<file path="src/rtl/sram_ctrl_pkg.sv">
`timescale 1ns/1ps
package sram_ctrl_pkg;

    typedef enum logic [2:0] {
        PH_IDLE,
        PH_RD_ACC,
        PH_RD_TURN,
        PH_WR_SET,
        PH_WR_PULSE,
        PH_WR_HOLD
    } phase_e;

    // nanoseconds to whole clock cycles, rounded up
    function automatic int ns_to_cyc(input int ns, input int clk_ns);
        return (ns + clk_ns - 1) / clk_ns;
    endfunction

    function automatic int max3(input int a, input int b, input int c);
        int m;
        m = (a > b) ? a : b;
        return (m > c) ? m : c;
    endfunction

endpackage

</file>
<file path="src/rtl/sram_phase_timer.sv">
`timescale 1ns/1ps
module sram_phase_timer #(
    parameter int W = 4
) (
    input  logic         clk,
    input  logic         rst_n,
    input  logic         load,
    input  logic [W-1:0] val,
    output logic         done
);
    logic [W-1:0] cnt_d, cnt_q;

    always_comb begin
        if (load)
            cnt_d = val;
        else if (cnt_q != '0)
            cnt_d = cnt_q - 1'b1;
        else
            cnt_d = cnt_q;
    end

    always_ff @(posedge clk) begin
        if (!rst_n) cnt_q <= '0;
        else        cnt_q <= cnt_d;
    end

    assign done = (cnt_q == '0);
endmodule

</file>
<file path="src/rtl/sram_read_capture.sv">
`timescale 1ns/1ps
module sram_read_capture #(
    parameter int DATA_W = 8
) (
    input  logic              clk,
    input  logic              rst_n,
    input  logic              take,
    input  logic [DATA_W-1:0] din,
    output logic [DATA_W-1:0] data,
    output logic              valid
);
    logic [DATA_W-1:0] data_d, data_q;
    logic              valid_d, valid_q;

    always_comb begin
        data_d  = take ? din : data_q;
        valid_d = take;
    end

    always_ff @(posedge clk) begin
        if (!rst_n) begin
            data_q  <= '0;
            valid_q <= 1'b0;
        end else begin
            data_q  <= data_d;
            valid_q <= valid_d;
        end
    end

    assign data  = data_q;
    assign valid = valid_q;
endmodule

</file>
<file path="src/rtl/sram_async_ctrl.sv">
`timescale 1ns/1ps
module sram_async_ctrl
    import sram_ctrl_pkg::*;
#(
    parameter int ADDR_W     = 15,
    parameter int DATA_W     = 8,
    parameter int CLK_NS     = 5,
    parameter int T_RC_NS    = 70,
    parameter int T_AA_NS    = 70,
    parameter int T_OE_NS    = 35,
    parameter int T_WC_NS    = 70,
    parameter int T_WP_NS    = 50,
    parameter int T_DW_NS    = 30,
    parameter int T_REL_NS   = 30
) (
    input  logic              clk,
    input  logic              rst_n,
    input  logic              req_valid,
    output logic              req_ready,
    input  logic              req_write,
    input  logic [ADDR_W-1:0] req_addr,
    input  logic [DATA_W-1:0] req_wdata,
    output logic [DATA_W-1:0] rsp_data,
    output logic              rsp_valid,
    output logic [ADDR_W-1:0] mem_addr,
    output logic              mem_cs_n,
    output logic              mem_we_n,
    output logic              mem_oe_n,
    output logic [DATA_W-1:0] mem_dout,
    input  logic [DATA_W-1:0] mem_din,
    output logic              mem_dq_oe
);
    localparam int RC_C   = ns_to_cyc(T_RC_NS, CLK_NS);
    localparam int AA_C   = ns_to_cyc(T_AA_NS, CLK_NS);
    localparam int OE_C   = ns_to_cyc(T_OE_NS, CLK_NS);
    localparam int WC_C   = ns_to_cyc(T_WC_NS, CLK_NS);
    localparam int WP_C   = ns_to_cyc(T_WP_NS, CLK_NS);
    localparam int DW_C   = ns_to_cyc(T_DW_NS, CLK_NS);
    localparam int TURN_C = ns_to_cyc(T_REL_NS, CLK_NS);
    // read window covers every applicable access time
    localparam int RD_CYC    = max3(RC_C, AA_C, OE_C);
    // setup and hold cycles count toward the write cycle time
    localparam int PULSE_CYC = max3(WP_C, DW_C, WC_C - 2);
    localparam int MAX_CYC   = max3(RD_CYC, PULSE_CYC, TURN_C);
    localparam int CNT_W     = $clog2(MAX_CYC + 1);

    if (CLK_NS < 1) begin : g_bad_clk
        $error("clock period must be positive");
    end
    if (RC_C < 1 || AA_C < 1 || OE_C < 1) begin : g_bad_rd
        $error("read timings must span at least one cycle");
    end
    if (WC_C < 1 || WP_C < 1 || DW_C < 1) begin : g_bad_wr
        $error("write timings must span at least one cycle");
    end
    if (TURN_C < 1) begin : g_bad_turn
        $error("release time must span at least one cycle");
    end

    typedef struct packed {
        phase_e            ph;
        logic [ADDR_W-1:0] addr;
        logic [DATA_W-1:0] wdata;
        logic              cs_n;
        logic              we_n;
        logic              oe_n;
        logic              drv;
    } ctrl_t;

    ctrl_t             c_d, c_q;
    logic              tmr_load;
    logic [CNT_W-1:0]  tmr_val;
    logic              tmr_done;
    logic              cap_take;

    always_comb begin
        c_d      = c_q;
        tmr_load = 1'b0;
        tmr_val  = '0;
        cap_take = 1'b0;
        case (c_q.ph)
            PH_IDLE: begin
                if (req_valid) begin
                    c_d.addr  = req_addr;
                    c_d.wdata = req_wdata;
                    c_d.cs_n  = 1'b0;
                    tmr_load  = 1'b1;
                    if (req_write) begin
                        c_d.ph  = PH_WR_SET;
                    end else begin
                        c_d.ph   = PH_RD_ACC;
                        c_d.oe_n = 1'b0;
                        tmr_val  = CNT_W'(RD_CYC - 1);
                    end
                end
            end
            PH_RD_ACC: begin
                if (tmr_done) begin
                    cap_take = 1'b1;
                    c_d.ph   = PH_RD_TURN;
                    c_d.cs_n = 1'b1;
                    c_d.oe_n = 1'b1;
                    tmr_load = 1'b1;
                    tmr_val  = CNT_W'(TURN_C - 1);
                end
            end
            PH_RD_TURN: begin
                if (tmr_done) begin
                    c_d.ph   = PH_IDLE;
                    tmr_load = 1'b1;
                end
            end
            PH_WR_SET: begin
                if (tmr_done) begin
                    c_d.ph   = PH_WR_PULSE;
                    c_d.we_n = 1'b0;
                    c_d.drv  = 1'b1;
                    tmr_load = 1'b1;
                    tmr_val  = CNT_W'(PULSE_CYC - 1);
                end
            end
            PH_WR_PULSE: begin
                if (tmr_done) begin
                    c_d.ph   = PH_WR_HOLD;
                    c_d.we_n = 1'b1;
                    tmr_load = 1'b1;
                end
            end
            PH_WR_HOLD: begin
                if (tmr_done) begin
                    c_d.ph   = PH_IDLE;
                    c_d.cs_n = 1'b1;
                    c_d.drv  = 1'b0;
                    tmr_load = 1'b1;
                end
            end
            default: begin
                c_d.ph   = PH_IDLE;
                c_d.cs_n = 1'b1;
                c_d.we_n = 1'b1;
                c_d.oe_n = 1'b1;
                c_d.drv  = 1'b0;
            end
        endcase
    end

    always_ff @(posedge clk) begin
        if (!rst_n) begin
            c_q <= '{ph: PH_IDLE, addr: '0, wdata: '0,
                     cs_n: 1'b1, we_n: 1'b1, oe_n: 1'b1, drv: 1'b0};
        end else begin
            c_q <= c_d;
        end
    end

    sram_phase_timer #(.W(CNT_W)) u_timer (
        .clk   (clk),
        .rst_n (rst_n),
        .load  (tmr_load),
        .val   (tmr_val),
        .done  (tmr_done)
    );

    sram_read_capture #(.DATA_W(DATA_W)) u_capture (
        .clk   (clk),
        .rst_n (rst_n),
        .take  (cap_take),
        .din   (mem_din),
        .data  (rsp_data),
        .valid (rsp_valid)
    );

    assign req_ready = (c_q.ph == PH_IDLE);
    assign mem_addr  = c_q.addr;
    assign mem_cs_n  = c_q.cs_n;
    assign mem_we_n  = c_q.we_n;
    assign mem_oe_n  = c_q.oe_n;
    assign mem_dout  = c_q.wdata;
    assign mem_dq_oe = c_q.drv;
endmodule

</file>
<file path="config.mk">
export PLATFORM = sky130hd
export DESIGN_NAME = sram_async_ctrl
export DESIGN_NICKNAME = d
export VERILOG_FILES = /design/src/rtl/sram_ctrl_pkg.sv /design/src/rtl/sram_phase_timer.sv /design/src/rtl/sram_read_capture.sv /design/src/rtl/sram_async_ctrl.sv
export SDC_FILE = /design/constraint.sdc
export NUM_CORES = 1
export LEC_CHECK = 0
export CAP_MARGIN = 20
export CORE_MARGIN = 1
export CORE_UTILIZATION = 35
export DETAILED_ROUTE_END_ITERATION = 8
export GPL_TIMING_DRIVEN = 0
export HOLD_SLACK_MARGIN = 0.06
export PLACE_DENSITY = 0.65
export SYNTH_ARGS = -nofsm -noshare
export SYNTH_HDL_FRONTEND = slang
export SYNTH_SLANG_ARGS = --single-unit
</file>
<file path="constraint.sdc">
create_clock -name clk -period 1.9 [get_ports clk]
set_input_delay 0.57 -clock clk [delete_from_list [all_inputs] [get_ports clk]]
set_output_delay 0.57 -clock clk [all_outputs]
set_load 0.005 [all_outputs]
</file>
Word-level counts from Yosys, hierarchy flattened
Index checks and enable logic that the tools add are counted.
Operators by class
  mux-type cells: 26
  reductions and logical operators: 17
  bitwise operators: 4
  add/sub/neg operators: 1
  equal/unequal tests: 13
Operator list (count)
  27-bit 2-to-1 mux: 1
  4-bit 2-to-1 mux: 5
  3-bit 2-to-1 mux: 5
  3-bit case mux with 5 select lines: 1
  2-bit inequality test (second input constant): 6
  1-bit case mux with 3 select lines: 4
  4-bit case mux with 3 select lines: 1
  4-bit OR reduction: 3
  3-bit AND reduction: 3
  1-bit 2-to-1 mux: 7
  3-bit by 2-bit == test with 1-bit output (second input constant): 2
  3-bit == test (second input constant): 2
  5-bit AND reduction: 1
  5-bit OR reduction: 1
  4-bit logical NOT: 1
  2-bit by 1-bit inequality test with 1-bit output (second input constant): 2
  1-bit NOT: 4
  4-bit AND reduction: 1
  4-bit nonzero test: 1
  2-bit OR reduction: 2
  4-bit by 1-bit subtractor with 4-bit output (second input constant): 1
  3-bit by 1-bit == test with 1-bit output (second input constant): 1
  3-bit logical NOT: 1
  3-bit OR reduction: 1
  other kinds (4): 4
Storage, ports and cells
  register bits after elaboration: 43
  input port bits: 35

Logic depth before layout (Yosys ltp)
  depth in word-level cells: 4
  gate-level depth with buffers: 8
  depth with buffers taken out: 6

Cells and area by module
From an unflattened synthesis, not the netlist that was laid out.
Unflattened totals
  cells, all modules: 225
  area, all modules: 2015.7 um2
By module, submodules not included
  sram_async_ctrl: times used 1, cells an instance 175, area each 1456.4 um2
  sram_read_capture: times used 1, cells an instance 27, area each 329.1 um2
  sram_phase_timer: times used 1, cells an instance 23, area each 230.2 um2

Worst setup path before layout
Ideal clock, no wire load.
  path kind: reg2reg
  from: register u_timer.cnt_q[0]
  to: register u_timer.cnt_q[2]
  setup time: 122 ps
  arrival time: 1488 ps
  period minus slack after synthesis: 1610 ps
  cell stages (with the launch flop): 8
  path slack: 290 ps
  cell sequence: dfxtp_1 > inv_1 > ha_1 > and4bb_1 > buf_6 > a221oi_4 > o221ai_1 > o311a_1
On the way
  longest elaborated chain between the ends: 4
  elaborated cells between the ends (all ways): 10
  those cells by class: add/sub (1); mux (6); reduce/logical (3)
Ends and longest elaborated chain
  start: declaration: RTL line sram_phase_timer.sv:11  | logic [W-1:0] cnt_d, cnt_q;
  start signal: assignment: RTL line sram_phase_timer.sv:24  | else cnt_q <= cnt_d;
  branches (longest 4 deep; another with 4-bit by 1-bit subtractor with 4-bit output)
Several ways; the timed one is not identified. The select of a mux whose other input is x is not followed.
A chain may end at the register's enable or synchronous reset.

Worst setup path in the final report
  from: register c_q[28] in the netlist's numbering
  to: output port req_ready
On the way
  longest elaborated chain between the ends: 1
Ends and longest elaborated chain
  start: declaration: RTL line sram_async_ctrl.sv:70  | ctrl_t c_d, c_q;
  start signal: assignment: RTL line sram_async_ctrl.sv:149  | c_q <= '{ph: PH_IDLE, addr: '0, wdata: '0,
  3-bit logical NOT: RTL line sram_async_ctrl.sv:173  | assign req_ready = (c_q.ph == PH_IDLE);
  end: declaration: RTL line sram_async_ctrl.sv:19  | output logic req_ready,
No other way between the ends.

==> results_dict.tcl <==
set metrics [dict create \
    hpwlAfterDp_microns 3320 \
    regToRegStartpoint "u_timer.cnt_q[1]" \
    ys_top_cells_by_count "62 x nand2_1, 43 x dfxtp_1, 37 x a21oi_1, 24 x buf_4, 11 x clkbuf_1" \
    finClkSkew_ns 0.00359 \
    synth_edf_count 0 \
    crit_chain "clkbuf_4, nor3_1, clkdlybuf4s15_1" \
    drt-pass1-iter-count 4 \
    p_seq_share_pct 35.8 \
    fin_area_sq_um 2900 \
    slowest_delay_ns 0.38 \
    critPathKind "register to output pin" \
    leakage_nw 1.13 \
    power.density_nw_per_um2 1190 \
    final_util_pct 55.1 \
    track_usage_pct 16.4 \
    core-area_sq_um 5270 \
    hp-start "u_capture.data[2]" \
    vias_per_cell 4.64 \
    drc 0 \
    grt_pass1_vias 1652 \
    hold_viol 0 \
    die_area_sq_um 5940 \
    cts_max_level 2 \
    p_sw_share_pct 34.3 \
    holdBufCountCts 0 \
    wl_per_cell_microns 11.8 \
    hold_path_depth 2 \
    drv_cap 0 \
    synth_top_area_cell "dfxtp_1" \
    grt_overflow_total 0 \
    grt_start_max_net_pins 14 \
    clkPwrFrac_pct 16.4 \
    placed_cell_area_sq_um 2760 \
    clk_latency_ns 0.29 \
    first_iter_violations 94 \
    slew_violations 0 \
    period_needed_ns 1.83 \
    vias 1817 \
    cts_buffer_depth 2 \
    antenna_left 0 \
    cts_tree "built" \
    cts_num_sinks 43 \
    clockRootBuffer "clkbuf_8" \
    synth-seq-cells 43 \
    combPwrFrac_pct 47.8 \
    routed_wl_microns 4630 \
    rows 26 \
    power.internal_mw 2.27 \
    ys_warn_count 0 \
    synth_cell_types 37 \
    crit_required_ns 1.33 \
    drive_above_1_share_pct 16.1 \
    r2r_slack_ns 0.15 \
    whs_endpoint "u_capture.data[2]" \
    start_kind "register" \
    syn-num-nets 276 \
    crit_fanout 10 \
    outcome "finished clean" \
    cts_buffers 5 \
    reg2reg_depth 7 \
    slew-limit-headroom_pct 67.9 \
    die_h_microns 77.1 \
    end_kind "output pin" \
    setup_viol 0 \
    tightest_slew_ns 0.481 \
    fmax_ghz 0.548 \
    final_nets 358 \
    dieWidth_microns 77.1 \
    antenna_found_initial 0 \
    power_switching_mw 1.18 \
    path_delay_family "buffers and inverters" \
    whs_ns 0.456 \
    synthFlopType "dfxtp_1" \
    seq_area_frac_synth_pct 43.7 \
    synth_top_cells_by_area "dfxtp_1 44%, nand2_1 12%, a21oi_1 9.4%, buf_4 9.1%, nand3_1 2.5%" \
    grt_first_pass_wirelength_microns 7780 \
    synth_top_area_share_pct 43.7 \
    path_clk_slew_ns 0.08 \
    crit_buf_inv 2 \
    syn-cell-area_sq_um 1970 \
    synth_most_common_cell "nand2_1" \
    vdd_drop_max_mv 0.526 \
    async_reset_ff_share_pct 0 \
    gp_congestion 0.810 \
    slowest_stage "dfxtp_4" \
    n_antenna_cell 0 \
    fin_setup_tns_ns 0 \
    start_util_pct 37.4 \
    ioPinCount 72 \
    critPathArrivalTime_ns 1.26 \
    place_ws_ns -0.482 \
    hold_class "register to register" \
    syn_area_per_cell_sq_um 8.25 \
    netlist_instances 239 \
    area_growth_pct 47.1 \
    dp_cells 379 \
    r2r_end "u_timer.cnt_q[2]" \
    port_buffers 70 \
    setup_ws_ns 0.0745 \
    fin_crit_sh_pct 96.1 \
    instances_no_fill 392 \
    finalPower_mw 3.45 \
]
worst reg2reg max path, stage by stage, from the launching register on:
cell and delay, ns:
dfxtp_1 0.36, inv_1 0.05, ha_1 0.25, and4bb_1 0.23, buf_6 0.14, nand2_2 0.18, o21ai_0 0.15, o311a_1 0.30
layout make-up:
type | count | area (sq um)
fill | 527 | 2370
sequential | 43 | 867
multi-input combinational | 153 | 850
timing repair buffer | 75 | 741
buffer | 38 | 253
tap | 70 | 87.6
clock buffer | 6 | 72.6
inverter | 5 | 18.8
clock inverter | 2 | 12.5
registers in the layout (all words and copies together) (netlist names):
signal / cells
u_timer.cnt_q: 4
mem_cs_n: 1
c_q: 3
mem_we_n: 1
mem_dq_oe: 1
mem_addr: 15
u_capture.data: 8
mem_oe_n: 1
mem_dout: 8
u_capture.valid: 1
placed cells by master, fill, tap and decap left out, types with 2 or more instances in the layout:
cell type,instances
clkdlybuf4s50_1,68
nand2_1,62
dfxtp_1,40
a21oi_1,37
buf_4,30
nand3_1,10
clkbuf_1,8
nor2_1,7
inv_1,5
clkbuf_8,5
a211oi_1,3
nor3_1,2
clkbuf_2,2
buf_2,2
o21ai_0,2
nand3b_1,2
or3_1,2
xnor2_1,2
mux2i_1,2
mux2_2,2
ha_1,2
dfxtp_2,2
metal layers:
| metal | wire [microns] | GRT usage, % | vias to the layer above |
|---|---|---|---|
| met5 | 0 | 0 | - |
| met4 | 57 | 5.66 | 0 |
| li1 | - | - | 949 |
| met2 | 1980 | 24.9 | 63 |
| met1 | 2180 | 21.2 | 799 |
| met3 | 402 | 6.19 | 6 |
power by group through the flow:
stage	Combinational (mW)	Clock (mW)	Sequential (mW)
after floorplan	1.02	0	1.23
final	1.65	0.565	1.23
after global placement	1.56	0	1.24
after detailed placement	1.56	0	1.25
after CTS	1.59	0.596	1.23
after global routing	1.85	0.638	1.26
cell families (layout without fill, tap and decap cells):
family                   count (synthesis)  after routing  share of synthesized area, %
flip-flops                              43             43                          43.7
buffers and inverters                   43            126                          13.3
AO/OA/AOI/OAI                           53             53                          16.7
multiplexers                             4              4                          2.16
adder cells (fa/ha/maj)                  2              2                          1.27
XOR/XNOR                                 2              2                         0.888
AND/OR/NAND/NOR                         92             92                          22.1
worst max-delay path by stage:
| stage | from | endpoint | slack, ns | depth (start not counted) |
|---|---|---|---|---|
| global placement | req_valid | mem_addr[4] | -0.42 | 5 |
| global route | u_timer.cnt_q[1] | u_timer.cnt_q[2] | -0.003 | 7 |
| finish | c_q[28] | req_ready | 0.07 | 3 |
| detailed placement | req_valid | mem_dout[1] | -0.48 | 5 |
| floorplan | u_timer.cnt_q[0] | u_timer.cnt_q[2] | 0.29 | 7 |
| CTS | req_valid | u_timer.cnt_q[1] | 0.005 | 6 |
repair_timing:
action	CTS	global route
setup buffers	2	3
gates resized for setup	8	7
gates cloned	0	0
setup endpoints to repair	22	20
pin swaps	0	1
No activity file was read; power rests on OpenSTA's default activity.
